**src/rtl/rot_prg_pkg.sv**
```systemverilog
package rot_prg_pkg;

  localparam int WORD_W = 32;
  localparam int LEN_W  = 5;

  // Strobes from the sequencer to the datapath
  typedef struct packed {
    logic             load;
    logic             step;
    logic             splice;
    logic [LEN_W-1:0] spliceLen;
    logic             lastWord;
  } prg_ctrl_t;

  // Advance a 32-bit window of the recurrence by 32 positions.
  // Bit 0 is the oldest bit; taps follow x^32 + x^22 + x^2 + x + 1.
  function automatic logic [WORD_W-1:0] leapWord(input logic [WORD_W-1:0] win);
    logic [WORD_W-1:0] w;
    logic fb;
    w = win;
    for (int i = 0; i < WORD_W; i++) begin
      fb = w[0] ^ w[1] ^ w[2] ^ w[22];
      w  = {fb, w[WORD_W-1:1]};
    end
    return w;
  endfunction

  // Keep the low 'keep' bits of the tail, fill the rest with head bits.
  function automatic logic [WORD_W-1:0] spliceWord(input logic [WORD_W-1:0] tailWin,
                                                   input logic [WORD_W-1:0] head,
                                                   input logic [LEN_W-1:0] keep);
    logic [WORD_W-1:0] keepMask;
    keepMask = (WORD_W'(1) << keep) - WORD_W'(1);
    return (tailWin & keepMask) | (head << keep);
  endfunction

endpackage

```
**src/rtl/rot_prg_ctrl.sv**
```systemverilog
module rot_prg_ctrl
  import rot_prg_pkg::*;
#(
  parameter int FULL_WORDS = 150
) (
  input  logic      clk,
  input  logic      rstN,
  input  logic      loadSeed,
  input  logic      advance,
  output prg_ctrl_t ctrl
);

  localparam int SEQ_LEN = FULL_WORDS * WORD_W + 1;
  localparam int POS_W   = $clog2(SEQ_LEN + WORD_W);
  localparam int CNT_W   = $clog2(FULL_WORDS + 1);

  logic [CNT_W-1:0] wordCnt;
  logic [POS_W-1:0] pos;
  logic [POS_W-1:0] posSum;
  logic             atLast;
  logic             stepNow;
  logic             wrapNext;

  assign atLast   = (wordCnt == CNT_W'(FULL_WORDS));
  assign stepNow  = advance && !loadSeed && !atLast;
  assign posSum   = pos + POS_W'(WORD_W);
  // next word reaches the ring end (partial tail) or lands exactly on index 0
  assign wrapNext = (posSum >= POS_W'(SEQ_LEN - (WORD_W - 1))) &&
                    (posSum <= POS_W'(SEQ_LEN));

  always_comb begin
    ctrl.load      = loadSeed;
    ctrl.step      = stepNow;
    ctrl.splice    = stepNow && wrapNext;
    ctrl.spliceLen = LEN_W'(POS_W'(SEQ_LEN) - posSum);
    ctrl.lastWord  = atLast;
  end

  always_ff @(posedge clk) begin
    if (!rstN) begin
      wordCnt <= '0;
      pos     <= '0;
    end else if (loadSeed) begin
      wordCnt <= '0;
      pos     <= '0;
    end else if (advance) begin
      if (atLast) begin
        wordCnt <= '0;
      end else begin
        wordCnt <= wordCnt + CNT_W'(1);
        pos     <= (posSum >= POS_W'(SEQ_LEN)) ? posSum - POS_W'(SEQ_LEN) : posSum;
      end
    end
  end

  p_pos_in_ring_r5: assert property (@(posedge clk) disable iff (!rstN)
    pos < POS_W'(SEQ_LEN));

  p_end_needs_advance_r4: assert property (@(posedge clk) disable iff (!rstN)
    $rose(atLast) |-> $past(advance));

  p_idle_hold_r3: assert property (@(posedge clk) disable iff (!rstN)
    (!advance && !loadSeed) |=> ($stable(wordCnt) && $stable(pos)));

  p_release_end_r6: assert property (@(posedge clk) disable iff (!rstN)
    (atLast && advance && !loadSeed) |=> (!atLast && $stable(pos)));

  p_load_restart_r8: assert property (@(posedge clk) disable iff (!rstN)
    loadSeed |=> (wordCnt == '0 && pos == '0));

endmodule

```
**src/rtl/rot_prg_dpath.sv**
```systemverilog
module rot_prg_dpath
  import rot_prg_pkg::*;
(
  input  logic              clk,
  input  logic              rstN,
  input  prg_ctrl_t         ctrl,
  input  logic [WORD_W-1:0] seedIn,
  output logic [WORD_W-1:0] maskOut
);

  logic [WORD_W-1:0]   ivReg;      // seed half of the rotating pair
  logic [WORD_W-1:0]   intBitReg;  // head half of the rotating pair
  logic [WORD_W-1:0]   extBitReg;  // fixed copy of the ring head
  logic [WORD_W-1:0]   intState;   // window feeding the leap function
  logic [WORD_W-1:0]   extState;   // current output word
  logic [WORD_W-1:0]   leapIn;
  logic [WORD_W-1:0]   leapOut;
  logic [2*WORD_W-1:0] pairRot;

  assign leapIn  = ctrl.load ? seedIn : intState;
  assign leapOut = leapWord(leapIn);
  assign pairRot = {intBitReg[WORD_W-2:0], ivReg, intBitReg[WORD_W-1]};

  always_ff @(posedge clk) begin
    if (!rstN) begin
      ivReg     <= '0;
      intBitReg <= '0;
      extBitReg <= '0;
      intState  <= '0;
      extState  <= '0;
    end else if (ctrl.load) begin
      ivReg     <= seedIn;
      intBitReg <= leapOut;
      extBitReg <= leapOut;
      intState  <= leapOut;
      extState  <= leapOut;
    end else if (ctrl.step) begin
      if (ctrl.splice) begin
        extState <= spliceWord(leapOut, extBitReg, ctrl.spliceLen);
        if (ctrl.spliceLen == '0) begin
          // word lands on ring index 0: restart from head, pair swaps back
          intState               <= extBitReg;
          {intBitReg, ivReg}     <= {pairRot[WORD_W-1:0], pairRot[2*WORD_W-1:WORD_W]};
        end else begin
          intState               <= pairRot[2*WORD_W-1:WORD_W];
          {intBitReg, ivReg}     <= pairRot;
        end
      end else begin
        intState <= leapOut;
        extState <= leapOut;
      end
    end
  end

  assign maskOut = ctrl.lastWord ? {{(WORD_W-1){1'b0}}, extState[0]} : extState;

  p_pair_weight_r7: assert property (@(posedge clk) disable iff (!rstN)
    (ctrl.splice && !ctrl.load) |=> ($countones({intBitReg, ivReg}) == $past($countones({intBitReg, ivReg}))));

  p_ext_frozen_r3: assert property (@(posedge clk) disable iff (!rstN)
    (!ctrl.step && !ctrl.load) |=> $stable(extState));

  p_head_kept_r5: assert property (@(posedge clk) disable iff (!rstN)
    !ctrl.load |=> $stable(extBitReg));

endmodule

```
**src/rtl/rot_mask_prg.sv**
```systemverilog
module rot_mask_prg
  import rot_prg_pkg::*;
#(
  parameter int FULL_WORDS = 150
) (
  input  logic              clk,
  input  logic              rstN,
  input  logic              loadSeed,
  input  logic [WORD_W-1:0] seedIn,
  input  logic              advance,
  output logic [WORD_W-1:0] maskOut,
  output logic              passEnd
);

  prg_ctrl_t ctrlBus;

  rot_prg_ctrl #(.FULL_WORDS(FULL_WORDS)) i_ctrl (
    .clk      (clk),
    .rstN     (rstN),
    .loadSeed (loadSeed),
    .advance  (advance),
    .ctrl     (ctrlBus)
  );

  rot_prg_dpath i_dpath (
    .clk     (clk),
    .rstN    (rstN),
    .ctrl    (ctrlBus),
    .seedIn  (seedIn),
    .maskOut (maskOut)
  );

  assign passEnd = ctrlBus.lastWord;

  p_end_low_bits_r4: assert property (@(posedge clk) disable iff (!rstN)
    passEnd |-> (maskOut[WORD_W-1:1] == '0));

endmodule

```
**config.mk**
```make
export PLATFORM = sky130hd
export DESIGN_NAME = rot_mask_prg
export DESIGN_NICKNAME = d
export VERILOG_FILES = /design/src/rtl/rot_prg_pkg.sv /design/src/rtl/rot_prg_ctrl.sv /design/src/rtl/rot_prg_dpath.sv /design/src/rtl/rot_mask_prg.sv
export SDC_FILE = /design/constraint.sdc
export NUM_CORES = 1
export LEC_CHECK = 0
export ABC_AREA = 1
export CAP_MARGIN = 20
export CORE_ASPECT_RATIO = 0.8
export CORE_UTILIZATION = 62
export CTS_CLUSTER_SIZE = 40
export DETAILED_ROUTE_END_ITERATION = 12
export HOLD_SLACK_MARGIN = 0.05
export PLACE_DENSITY = 0.8
export SETUP_SLACK_MARGIN = 0.4
export SLEW_MARGIN = 10
export SYNTH_ARGS = -nofsm -noshare
export SYNTH_HDL_FRONTEND = slang
export SYNTH_SLANG_ARGS = --single-unit
```
**constraint.sdc**
```tcl
create_clock -name clk -period 4.79 [get_ports clk]
set_clock_uncertainty 0.2 [all_clocks]
set_input_delay 0.958 -clock clk [delete_from_list [all_inputs] [get_ports clk]]
set_output_delay 0.958 -clock clk [all_outputs]
set_load 0.03 [all_outputs]
```
==> impl_metrics.csv <==
group,metric,value,unit
critical_path,cp.required,4990,ps
critical_path,startpoint_type,"flop",
power_and_ir_drop,ir_drop,0.000318,V
detailed_routing,wl,52.5,mm
clocking,cts_root_buf,"clkbuf_16",
logic_synthesis,ys_seq_area_frac,0.256,
logic_synthesis,avgSynthCellArea,6.16,µm²
global_routing,grt_overflow,0,
critical_path,cpPeakStageDelay,870,ps
floorplanning,die_h,137,µm
global_routing,antenna_found_initial,3,
clocking,clk_latency,460,ps
clocking,cts.sinks,181,
floorplanning,die_w,171,µm
logic_synthesis,synth_area,14200,µm²
detailed_routing,ant_nets,0,
sta,period_needed,4110,ps
power_and_ir_drop,finalPower,7.63,mW
clocking,post_cts_buffers,0,
sta,finalMaxSlewViolations,0,
sta,max_freq,0.243,GHz
clocking,ctsResizeCount,0,
power_and_ir_drop,power_frac_seq,0.293,
worst_hold_path,holdCritPathClass,"flop to flop",
critical_path,crit_top_cell,"nand2_1",
power_and_ir_drop,power_frac_clock,0.193,
sta,tns,0,ps
outcome,status,"finished, final reports clean",
detailed_routing,drc,0,
floorplanning,rows,49,
floorplanning,core_area,22400,µm²
placement,place_hpwl,38.0,mm
detailed_routing,viasPerCell,6.04,
detailed_routing,wl_per_cell,20.2,µm
floorplanning,design.die.area,23500,µm²
sta,tightest_slew,1070,ps
sta,setup_viol,0,
placement,placed_area,14800,µm²
clocking,htreeDepth,4,
logic_synthesis,synth_flop_cell,"dfxtp_1",
critical_path,cp-end-kind,"flop",
cells_and_area,nets,2334,
logic_synthesis,postSynthCellCount,2298,
sta,period_share,0.859,
logic_synthesis,yosys_warnings,0,
cells_and_area,drive_above_1_share,0.108,
power_and_ir_drop,swShare,0.487,
critical_path,arrival,4310,ps
global_routing,track_usage,0.448,
global_routing,grt_first_pass_wirelength,78.9,mm
power_and_ir_drop,combPwrFrac,0.515,
cells_and_area,fin_util,0.687,
detailed_routing,drtPass1Iterations,7,
logic_synthesis,synth_nets,2348,
critical_path,critPathSlowestCell,"inv_2",
logic_synthesis,synth-edff-count,0,
cells_and_area,design_area,15400,µm²
power_and_ir_drop,p_leak,7.15,nW
sta,rsz0062_at_grt,"false",
flow_run,maxCapViolCount,0,
critical_path,worstPathCellList,"inv_1 > nand2_1 > nand2_1 > nand2_1 > nand3_1 > nand3_2 > nand3_2 > nand2_4 > nand2_4 > inv_2 > a21oi_1 > nand2_1 > nand2_1 > inv_1",
detailed_routing,drt_iter0_drc,2543,
critical_path,r2r_slack,680,ps
sta,hold_viol_final,0,
power_and_ir_drop,power_switching,3.72,mW
detailed_routing,vias,15731,
logic_synthesis,ys_types,57,
placement,place_ws,422,ps
cells_and_area,areaGrowthSynthToFinish,8.81,%
floorplanning,io_pins,69,
logic_synthesis,async_reset_ff_frac,0,
power_and_ir_drop,p_int,3.91,mW
sta,relSlewSlack,0.286,
critical_path,critPathKind,"flop to flop",
logic_synthesis,ys_seq_elements,181,
placement,io_buffers,68,
global_routing,grt_pass1_vias,13518,
clocking,clock_path_buffers,2,
clocking,cts_buffers,17,
sta,setup_slack,675,ps
critical_path,path_max_fanout,52,
placement,gp_congestion,1.04,
clocking,hold_buffers,0,
clocking,clk_pin_slew_worst_paths,80,ps
power_and_ir_drop,p_per_area,495,nW/µm²
global_routing,grt_max_degree,90,
floorplanning,initial_core_util,0.631,
clocking,cts_tree,"done",
kinds of logic (layout without fill, tap and decap cells):
kind of cell	count (synthesis)	count (layout)	synth area share
XOR/XNOR	86	86	0.0686
other	0	2	0
buffers and inverters	395	394	0.119
AND/OR/NAND/NOR	1098	1098	0.341
AO/OA/AOI/OAI	520	520	0.201
multiplexers	4	4	0.00283
adder cells (fa/ha/maj)	14	14	0.0124
flip-flops	181	181	0.256
metal layers:
layer	vias up	GRT usage	part of all wire
li1	7341	-	-
met4	2	0.181	0.041
met3	158	0.146	0.16
met1	7044	0.652	0.41
met2	1186	0.595	0.38
met5	-	0	0.00029
worst max-delay path: cells and delay by family, from the launching register on:
kind                   cells  cell delay, ps
and+or+nand+nor           10            1560
buffers and inverters      3            1310
DFF                        1             730
AOI/OAI and AO/OA          1             180
power groups by stage:
stage                     clock (mW)  combinational [mW]  sequential (mW)
after floorplan                    0                2.58             2.12
after global placement             0                3.68             2.23
after detailed placement           0                3.74             2.23
after CTS                       1.45                3.78             2.20
after global routing            1.51                4.21             2.26
final                           1.47                3.93             2.23
through the flow:
stage / cells / hold WS, ps
6_report: 2605 / 266
5_1_grt: 2603 / 293
4_1_cts: 2603 / 268
3_5_place_dp: 2571 / 256
3_3_place_gp: 2571 / 251
2_1_floorplan: 2298 / 245
cell usage after synthesis, types with 17 or more instances:
cell,instances,area [µm²]
o21bai_1,18,135
nand3_1,135,676
nand2_1,613,2300
o21ai_0,279,1400
buf_2,29,145
a21oi_1,138,691
inv_2,26,97.6
dfxtp_1,181,3620
xor2_1,43,377
nor2_1,196,736
inv_1,237,890
clkbuf_1,68,255
xnor2_1,17,149
o211ai_1,36,270
nand2_2,68,425
registers in the layout, indices dropped and copies added, names as in the netlist:
name               flops
i_dpath.extBitReg     32
i_ctrl.wordCnt         8
i_dpath.intState      32
i_ctrl.pos            13
i_dpath.ivReg         32
i_dpath.intBitReg     32
i_dpath.extState      32
worst paths after layout:
check | from | cells after the start | end
worst min-delay path | i_dpath.extBitReg[17] | 2 | i_dpath.extBitReg[17]
worst max register to register | i_ctrl.pos[0] | 14 | i_dpath.intBitReg[21]
worst min register to register | i_dpath.extBitReg[17] | 2 | i_dpath.extBitReg[17]
worst max-delay path | i_ctrl.pos[0] | 14 | i_dpath.intBitReg[21]
cell usage in the layout (no fill, tap or decap), types with 6 or more instances in the layout:
master	instances
nand2_2	68
xor2_2	9
clkbuf_16	17
a211oi_1	7
nor2_2	11
dfxtp_1	180
buf_4	27
nor2_4	8
ha_1	14
o211ai_1	36
a31oi_1	16
nor2_1	195
o21ai_1	7
nor3_1	9
nand3_2	6
inv_2	27
a21oi_1	138
xor2_1	43
xnor2_2	15
o21ai_0	279
nand2_4	13
nand2_1	613
or2_2	13
inv_1	236
nand4_1	15
clkinv_8	6
clkdlybuf4s50_1	66
o21bai_1	18
xnor2_1	17
nand3_1	135
cell type report:
class,instances,area (µm²)
Sequential cell,181,3620
Timing Repair Buffer,98,933
Tap cell,306,383
Antenna cell,2,5.00
Clock inverter,15,185
Fill cell,2117,7030
Multi-Input combinational cell,1722,8860
Inverter,264,993
Clock buffer,17,425
Power figures use the tool's default switching activity.
